===== src/rtl/lsr_pkg.sv =====
`timescale 1ns/1ps
package lsr_pkg;
  // Bit positions inside the bundled synchroniser vector
  localparam int SYNC_W  = 4;
  localparam int IDX_SER = 0;
  localparam int IDX_SH  = 1;
  localparam int IDX_ST  = 2;
  localparam int IDX_CLR = 3;
  // Clear is active low, so its synchroniser resets to the idle (high) level
  localparam logic [SYNC_W-1:0] SYNC_IDLE = 4'b1000;

  typedef struct packed {
    logic store;
    logic shift;
  } strobe_t;
endpackage


===== src/rtl/lsr_sync.sv =====
`timescale 1ns/1ps
module lsr_sync #(
  parameter int W      = 1,
  parameter int STAGES = 2,
  parameter logic [W-1:0] RST_VAL = '0
) (
  input  logic         clk,
  input  logic         rst_n,
  input  logic [W-1:0] d,
  output logic [W-1:0] q
);
  logic [STAGES-1:0][W-1:0] pipe;

  always_ff @(posedge clk or negedge rst_n) begin
    if (!rst_n) pipe <= {STAGES{RST_VAL}};
    else        pipe <= {pipe[STAGES-2:0], d};
  end

  assign q = pipe[STAGES-1];
endmodule


===== src/rtl/lsr_rise.sv =====
`timescale 1ns/1ps
module lsr_rise #(
  parameter int W = 2
) (
  input  logic         clk,
  input  logic         rst_n,
  input  logic [W-1:0] lvl,
  output logic [W-1:0] rise
);
  logic [W-1:0] prev;

  always_ff @(posedge clk or negedge rst_n) begin
    if (!rst_n) prev <= '0;
    else        prev <= lvl;
  end

  assign rise = lvl & ~prev;
endmodule


===== src/rtl/lsr_shift_chain.sv =====
`timescale 1ns/1ps
module lsr_shift_chain #(
  parameter int WIDTH = 8
) (
  input  logic             clk,
  input  logic             rst_n,
  input  logic             clr,
  input  logic             step,
  input  logic             din,
  output logic [WIDTH-1:0] stages
);
  // Clear wins over a step, so shifts made while clear is held are dropped
  always_ff @(posedge clk or negedge rst_n) begin
    if (!rst_n)    stages <= '0;
    else if (clr)  stages <= '0;
    else if (step) stages <= {stages[WIDTH-2:0], din};
  end
endmodule


===== src/rtl/lsr_hold_bank.sv =====
`timescale 1ns/1ps
module lsr_hold_bank #(
  parameter int WIDTH = 8
) (
  input  logic             clk,
  input  logic             rst_n,
  input  logic             load,
  input  logic [WIDTH-1:0] src,
  output logic [WIDTH-1:0] held
);
  always_ff @(posedge clk or negedge rst_n) begin
    if (!rst_n)    held <= '0;
    else if (load) held <= src;
  end
endmodule


===== src/rtl/lsr_latched_sipo.sv =====
`timescale 1ns/1ps
module lsr_latched_sipo
  import lsr_pkg::*;
#(
  parameter int WIDTH       = 8,
  parameter int SYNC_STAGES = 2
) (
  input  logic             clk,
  input  logic             rst_n,
  input  logic             ser_in,
  input  logic             sh_strobe,
  input  logic             st_strobe,
  input  logic             clr_n,
  input  logic             oe_n,
  output logic [WIDTH-1:0] par_q,
  output logic [WIDTH-1:0] par_drive,
  output logic             ser_out
);
  localparam int LAST = WIDTH - 1;

  logic [SYNC_W-1:0] raw_in, synced;
  strobe_t           lvl, edges;
  logic              sh_fire, st_fire, clr_act;
  logic [WIDTH-1:0]  shift_q;
  logic [WIDTH-1:0]  hold_q;

  // Data goes through the same depth as the strobes so the two stay aligned
  always_comb begin
    raw_in          = '0;
    raw_in[IDX_SER] = ser_in;
    raw_in[IDX_SH]  = sh_strobe;
    raw_in[IDX_ST]  = st_strobe;
    raw_in[IDX_CLR] = clr_n;
  end

  lsr_sync #(.W(SYNC_W), .STAGES(SYNC_STAGES), .RST_VAL(SYNC_IDLE)) u_sync (
    .clk(clk), .rst_n(rst_n), .d(raw_in), .q(synced)
  );

  always_comb begin
    lvl.shift = synced[IDX_SH];
    lvl.store = synced[IDX_ST];
  end

  lsr_rise #(.W($bits(strobe_t))) u_rise (
    .clk(clk), .rst_n(rst_n), .lvl(lvl), .rise(edges)
  );

  assign sh_fire = edges.shift;
  assign st_fire = edges.store;
  assign clr_act = ~synced[IDX_CLR];

  lsr_shift_chain #(.WIDTH(WIDTH)) u_chain (
    .clk(clk), .rst_n(rst_n), .clr(clr_act), .step(sh_fire),
    .din(synced[IDX_SER]), .stages(shift_q)
  );

  // Same-cycle store samples the chain before its update (nonblocking)
  lsr_hold_bank #(.WIDTH(WIDTH)) u_hold (
    .clk(clk), .rst_n(rst_n), .load(st_fire), .src(shift_q), .held(hold_q)
  );

  for (genvar b = 0; b < WIDTH; b++) begin : g_pad
    assign par_q[b]     = hold_q[b];
    assign par_drive[b] = ~oe_n;
  end

  assign ser_out = shift_q[LAST];
endmodule


===== config.mk =====
export PLATFORM = sky130hd
export DESIGN_NAME = lsr_latched_sipo
export DESIGN_NICKNAME = d
export VERILOG_FILES = /design/src/rtl/lsr_pkg.sv /design/src/rtl/lsr_sync.sv /design/src/rtl/lsr_rise.sv /design/src/rtl/lsr_shift_chain.sv /design/src/rtl/lsr_hold_bank.sv /design/src/rtl/lsr_latched_sipo.sv
export SDC_FILE = /design/constraint.sdc
export NUM_CORES = 1
export LEC_CHECK = 0
export ABC_AREA = 1
export BUFFER_PORTS_ARGS = -buffer_cell sky130_fd_sc_hd__buf_2
export CAP_MARGIN = 0
export CORE_MARGIN = 2
export CORE_UTILIZATION = 50
export DETAILED_ROUTE_END_ITERATION = 10
export MAX_ROUTING_LAYER = met4
export PLACE_DENSITY = 0.74
export SYNTH_ARGS = -nofsm -noshare
export SYNTH_HDL_FRONTEND = slang
export SYNTH_HIERARCHICAL = 1
export SYNTH_SLANG_ARGS = --single-unit

===== constraint.sdc =====
create_clock -name clk -period 1.4 [get_ports clk]
set_clock_uncertainty 0.2 [all_clocks]
set_input_delay 0 -clock clk [delete_from_list [all_inputs] [get_ports clk]]
set_output_delay 0 -clock clk [all_outputs]
set_load 0.05 [all_outputs]

[After elaboration in Yosys (flattened, before gate mapping)]
Cells that the tools add are included.
Word-level totals
  register bits after elaboration: 26
  bits of input ports: 7
  output and inout bits: 17
Cells by class
  equal/unequal tests: 1
  muxes and demuxes: 2
  bitwise operators: 3
Operators with widths (count)
  $mux 8: 2
  $and 2x2->2: 1
  $ne 2x2->1 const B: 1
  $not 2->2: 1
  $not 1->1: 1

[Logic depth before layout (Yosys ltp)]
Gate-level depths: netlist (run 1).
  depth in word-level cells: 4
  mapped depth: 7
  mapped depth without buffers: 5

[By module]
The synthesis (run 1) kept the hierarchy.
Modules (own cells, without submodules)
  lsr_shift_chain: times used 1, cells an instance 35, area an instance 335.3 um^2, seq. area each 200.2 um^2
  lsr_hold_bank: times used 1, cells an instance 34, area an instance 305.3 um^2, seq. area each 200.2 um^2
  lsr_sync: times used 1, cells an instance 12, area an instance 232.7 um^2, seq. area each 202.7 um^2
  lsr_rise: times used 1, cells an instance 6, area an instance 70.1 um^2, seq. area each 50.0 um^2
  lsr_latched_sipo: times used 1, cells an instance 9, area an instance 60.1 um^2, seq. area each 0.0 um^2

[Worst setup path after synthesis (run 1)]
No wires, ideal clock.
  path kind: reg-to-reg
  from: register u_sync.pipe (netlist bit u_sync/q[3])
  to: register u_chain.stages[7]
  setup time: 0.065 ns
  data arrival time: 0.930 ns
  data required time: 1.135 ns
  path slack: 0.205 ns
  stages on the path, launching flop included: 6
  buffers on the path: 1
  period minus slack after synthesis: 1.195 ns
  cell sequence: dfstp_2 buf_4 inv_1 nor2_8 nand2_1 nand2_1
Between the ends
  word-level cells in the longest chain between the ends: 1
RTL lines
  start: declaration: line lsr_sync.sv:12  | logic [STAGES-1:0][W-1:0] pipe;
  start signal: assignment: line lsr_sync.sv:15  | if (!rst_n) pipe <= {STAGES{RST_VAL}};
  start signal: assignment: line lsr_sync.sv:16  | else pipe <= {pipe[STAGES-2:0], d};
  $ne 2x2->1 (no line) or $mux 8 (tied branches)
  end signal: assignment: line lsr_shift_chain.sv:16  | else if (step) stages <= {stages[WIDTH-2:0], din};
  end: declaration: line lsr_shift_chain.sv:10  | output logic [WIDTH-1:0] stages
Parallel ways exist; a longest one is shown, timed or not.
A chain may end at the register's enable or synchronous reset.

==> run_results.csv, run 1 <==
group,metric,value,unit
timing,period_share,91.7,%
finish,final_cells,143,
clocking,cts_tree,"done",
finish,fin_nets,124,
timing,period_minus_slack,1.28,ns
logic_synthesis,syn_nets,103,
job,max_cap_viol_count,0,
power,ir_drop,0.693,mV
floorplan,die_x,48.8,um
logic_synthesis,yosys.cell_count.top_type,"nand2_1",
timing,holdWs,0.109,ns
logic_synthesis,ys_seq_elements,26,
detailed_routing,routed_wl,1410,um
clocking,clock-sinks,26,
logic_synthesis,ys_top_cells_by_count,"nand2_1 (40), dfrtp_1 (24), buf_4 (11)",
clocking,cts_buffers,3,
logic_synthesis,synth-edff-count,0,
placed_design,gp_congestion,0.719,
detailed_routing,viasPerCell,4.45,
detailed_routing,vias,637,
hold_path,hold_depth,2,
logic_synthesis,yosys_warnings,6,
setup_path,worstPathArrival,1.29,ns
clocking,worst_skew_pair.late_latency,0.32,ns
timing,maxSlewViolCount,0,
logic_synthesis,avgSynthCellArea,10.5,um2
grt,track_usage,14.2,%
detailed_routing,drcViolationCount,0,
clocking,htree_levels,1,
clocking,root_buffer,"clkbuf_4",
finish,nFillCells,171,
detailed_routing,first_pass_iters,4,
timing,max_freq,0.779,GHz
finish,area_delta_synth_final,13.7,%
logic_synthesis,synth_top_area_share,59.9,%
hold_path,min_path_type,"in -> reg",
power,power_leakage,0.655,nW
power,power_density,1080,nW/um2
clocking,cts.reportedPaths.clkPinSlew,0.13,ns
setup_path,setup.worst_path.class,"reg -> reg",
logic_synthesis,synth_flop_cell,"dfrtp_1",
grt,grt_pass1_wl,2430,um
detailed_routing,antenna_left,0,
floorplan,die_area,2380,um2
clocking,cts_buffer_depth,2,
setup_path,cp.required,1.41,ns
grt,grt_antenna_before_repair,0,
logic_synthesis,async_flop_share,100,%
setup_path,endpoint_kind,"register",
floorplan,io_pins,24,
finish,diodes,0,
logic_synthesis,synth.area.top_cells,"dfrtp_1 (60%), nand2_1 (15%), buf_4 (8.2%), dfstp_2 (5.2%), nand3_1 (4.0%)",
setup_path,cp-start-kind,"register",
setup_path,crit_path_max_fanout,9,
grt,grt_pass1_vias,580,
setup_path,reg2reg_depth,5,
logic_synthesis,synth_cell_type_count,10,
grt,grt_overflow,0,
detailed_routing,wl_per_cell,9.88,um
logic_synthesis,synthesis.area,1000,um2
detailed_routing,drt_iter0_markers,5,
timing,setup_tns,0,ns
timing,rsz0062_at_grt,"no",
timing,relSlewSlack,68.6,%
floorplan,start_util,52.2,%
placed_design,io_buffers,23,
status,run_status,"complete, no violations",
placed_design,post-place-cells,133,
timing,hold_violations,0,
placed_design,hpwlAfterDp,1000,um
timing,setup_viol,0,
floorplan,core,1920,um2
finish,drive_gt1_share,28.4,%
grt,grt_max_degree,27,
timing,worstMarginPinSlew,0.471,ns
floorplan,die_h,48.8,um
logic_synthesis,ys_seq_area_share,65.1,%
floorplan,rows,16,
logic_synthesis,synth_largest_area_cell,"dfrtp_1",
logic_synthesis,synth_cells,96,
-- cell type report --
class	instances	area, um2	share of cell area, %
Tap cell	27	33.8	2.96
Clock buffer	4	26.3	2.30
Sequential cell	26	653	57.2
Timing Repair Buffer	29	178	15.6
Multi-Input combinational cell	51	228	20.0
Inverter	6	22.5	1.97
-- per-stage QoR --
step	power, W	instance area (um2)	setup WS (ns)	util (%)
finish	0.00123	1140	0.117	59.4
global route	0.00130	1140	0.00669	59.4
CTS	0.00125	1130	0.0907	59.0
detailed placement	0.000923	1050	0.126	54.5
global placement	0.000919	1050	0.168	54.5
floorplan	0.000909	1000	0.205	-
-- power breakdown --
group | switching (W) | internal, W | total, W
sequential | 0.00000795 | 0.000773 | 0.000781
combinational | 0.000104 | 0.0000369 | 0.000141
clock | 0.000201 | 0.000112 | 0.000313
-- placed cells by master (no fill, tap or decap), drive strengths merged --
master / count
dfrtp: 24
dfstp: 2
nor2: 3
nand2: 40
nand3: 8
clkbuf: 5
inv: 6
dlygate4sd3: 6
buf: 22
-- critical path, cell delays in order, from the launching register on --
cell	delay, ns
dfrtp_1	0.36
inv_1	0.05
nor2_2	0.37
nor2_8	0.07
nand2_1	0.07
nand2_1	0.05
-- registers in the layout, indices dropped and copies added (netlist names) --
signal,count
u_rise/prev,2
u_sync/pipe,4
u_hold/held,8
u_sync/q,4
u_chain/stages,8
-- routing by layer --
metal | share of wire, % | vias up | GRT usage, %
met5 | 0 | - | -
met2 | 51 | 17 | 23.5
met4 | 2.5 | 0 | 10.0
met1 | 41 | 299 | 15.2
li1 | - | 318 | -
met3 | 4.7 | 3 | 2.76
-- kinds of logic (layout without fill, tap and decap cells) --
group / Yosys count / in the layout / synth area share (%)
flip-flops: 26 / 26 / 65.1
buffers and inverters: 19 / 39 / 12.7
AND/OR/NAND/NOR: 51 / 51 / 22.2
-- path summary, 6_finish.rpt --
kind,startpoint,endpoint,slack [ns]
max in group asynchronous,rst_n,u_sync/q[3],0.22
setup / recovery,u_sync/q[1],u_chain/stages[5],0.12
setup reg to reg,u_sync/q[1],u_chain/stages[5],0.12
min in group asynchronous,rst_n,u_hold/held[0],0.47
hold / removal,st_strobe,u_sync/pipe[2],0.11
hold reg to reg,u_sync/pipe[2],u_sync/q[2],0.16
-- what timing repair did --
item	in CTS	in global routing
endpoints found under the hold margin	30	0
resized for setup	0	2
setup buffers	0	0
hold buffers	6	0
setup endpoints to repair	0	9
Note: power is estimated with default switching activity, not from simulation.
==> run 2: changes to the inputs <==
--- a/config.mk
+++ b/config.mk
@@ -9,10 +9,10 @@
 export BUFFER_PORTS_ARGS = -buffer_cell sky130_fd_sc_hd__buf_2
 export CAP_MARGIN = 0
 export CORE_MARGIN = 2
-export CORE_UTILIZATION = 50
+export CORE_UTILIZATION = 45
 export DETAILED_ROUTE_END_ITERATION = 10
 export MAX_ROUTING_LAYER = met4
-export PLACE_DENSITY = 0.74
+export PLACE_DENSITY = 0.71
 export SYNTH_ARGS = -nofsm -noshare
 export SYNTH_HDL_FRONTEND = slang
 export SYNTH_HIERARCHICAL = 1
==> constraint.sdc (replaced) <==
create_clock -name clk -period 1.1 [get_ports clk]
set_clock_uncertainty 0.2 [all_clocks]
set_input_delay 0 -clock clk [delete_from_list [all_inputs] [get_ports clk]]
set_output_delay 0 -clock clk [all_outputs]
set_load 0.05 [all_outputs]
==> run 2 against run 1 <==
The run now ends with negative hold slack, negative setup slack left. Setup slack got worse by 0.15 ns. Sequential share of layout area decreased by 7.8 points. First-iteration DRC count increased by 20%. Hold slack got worse by 0.13 ns. Combinational power increased by 40%. Wire length increased by 15%.
==> run_results.csv, run 2 (synthesis gave the netlist of run 1 again) <==
group,metric,value,unit
grt,track_usage,13.9,%
timing,relSlewSlack,63.1,%
status,failed_checks,"negative hold slack, negative setup slack",
setup_path,crit_family,"flip-flops",
timing,period_minus_slack,1.14,ns
placed_design,dpl-instance-area,1060,um2
finish,fin_util,60.9,%
setup_path,critical_path_buf_inv_count,0,
grt,grt_use_met1,14.7,%
finish,regArea,653,um2
power,power_density,1260,nW/um2
finish,layout_common_cells,"nand2_1 (37), dfrtp_1 (24), buf_2 (15)",
timing,worstMarginPinSlew,0.553,ns
timing,period_share,103,%
finish,fin_nets,137,
timing,max_freq,0.880,GHz
timing,setup_tns,-0.378,ns
setup_path,crit_path_max_fanout,8,
grt,grt_pass1_vias,617,
finish,nFillCells,189,
setup_path,crit_top_cell,"nand2_1",
setup_path,slowest_delay,0.44,ns
setup_path,crit_slowest_cell,"dfrtp_1",
finish,final_common_cell,"nand2_1",
detailed_routing,wl_per_cell,10.3,um
floorplan,rows,17,
floorplan,core,2170,um2
grt,grt_pass1_wl,2540,um
setup_path,rr_startpoint,"u_rise/prev[0]",
finish,multi_input_area,246,um2
grt,grt_max_degree,27,
detailed_routing,routed_wl,1620,um
setup_path,cp-start-kind,"register",
power,power_leakage,0.733,nW
grt,use_met3,5.26,%
finish,drive_gt1_share,41.9,%
timing,setup_viol,17,
grt,busiest_layer,"met2",
detailed_routing,vias,696,
clocking,cts_tree,"done",
detailed_routing,drt_iter0_markers,6,
setup_path,worstPathArrival,1.16,ns
setup_path,reg2reg_depth,4,
clocking,cts_buffer_depth,2,
placed_design,pre_cts_slack,-0.192,ns
grt,grt_antenna_before_repair,0,
setup_path,cp.required,1.12,ns
timing,rsz0062_at_grt,"yes",
setup_path,r2r-end,"u_chain/stages[4]",
grt,grt_util_met2,22.5,%
detailed_routing,first_pass_iters,4,
finish,reg_top3,"u_chain/stages x8, u_hold/held x8",
power,ir_drop,1.07,mV
clocking,root_buffer,"clkbuf_4",
timing,hold_violations,24,
placed_design,io_buffers,23,
placed_design,gp_congestion,0.760,
clocking,worst_skew_pair.late_latency,0.32,ns
setup_path,crit_chain,"nor2_4, nor2_8, nand2_1, nand2_1",
detailed_routing,viasPerCell,4.43,
timing,setup_ws,-0.0361,ns
clocking,cts_buffers,3,
finish,fin_area,1320,um2
clocking,htree_levels,1,
finish,area_delta_synth_final,31.7,%
job,max_cap_viol_count,0,
setup_path,crit_cells,4,
timing,holdWs,-0.0241,ns
floorplan,die_h,51.2,um
finish,diodes,0,
floorplan,io_pins,24,
floorplan,die_area,2620,um2
floorplan,start_util,46.3,%
clocking,clock-sinks,26,
placed_design,hpwlAfterDp,985,um
detailed_routing,antenna_left,0,
setup_path,r2r_setup_slack,-0.04,ns
setup_path,setup.worst_path.class,"reg -> reg",
grt,grt_overflow,0,
setup_path,endpoint_kind,"register",
clocking,cts.reportedPaths.clkPinSlew,0.12,ns
detailed_routing,drcViolationCount,0,
floorplan,die_x,51.2,um
hold_path,min_path_type,"in -> async",
status,run_status,"finished, violations left",
timing,maxSlewViolCount,0,
-- run 2: cell count changes in the layout (fill, tap and decap cells not counted), moves of 3 or more --
cell     previous run  this run
nand2_2             0         3
buf_2              22        15
nand2_1            40        37
inv_1               4         1
buf_6               0        10
buf_4               0        11
-- run 2: power breakdown --
part           total, W  internal (W)  leakage (nW)  switching [W]
Clock          0.000462      0.000203        0.0210       0.000259
Combinational  0.000198     0.0000603         0.375       0.000138
Sequential     0.000999      0.000984         0.337      0.0000153
-- run 2: metal layers --
metal  share of wire (%)  vias up
met5                   0        -
met2                  52       19
li1                    -      347
met4                 2.5        0
met1                  40      326
met3                 5.3        4
-- run 2: stage by stage --
stage	hold slack [ns]	std cells	power (W)
floorplan	-0.496	96	0.00116
global placement	-0.182	135	0.00117
detailed placement	-0.184	135	0.00118
CTS	-0.0163	150	0.00168
global route	0.0139	157	0.00175
finish	-0.0241	157	0.00166
-- run 2: repair_timing --
action                                  CTS  global route
endpoints found under the hold margin    30             0
endpoints found under the setup margin   25            25
resized for setup                        22             4
gates cloned                              1             1
pin swaps                                 2             5
buffers inserted                          5             6
hold buffers                              5             0
-- run 2: cell type report --
class / instances / area share [%]
timing repair buffer: 41 / 24.2
inverter: 6 / 2.27
sequential: 26 / 49.4
tap: 28 / 2.65
clock buffer: 4 / 2.75
multi-input combinational: 52 / 18.7
-- run 2: how the worst max path moves through the flow --
stage | start | to | slack (ns)
after global routing | u_sync/q[2] | u_hold/held[7] | -0.11
final | u_rise/prev[0] | u_chain/stages[4] | -0.04
after detailed placement | u_sync/q[1] | u_chain/stages[5] | -0.19
after global placement | u_rise/prev[0] | u_chain/stages[7] | -0.15
after floorplan | u_sync/q[1] | u_chain/stages[7] | -0.07
after CTS | u_sync/q[3] | u_chain/stages[5] | -0.04
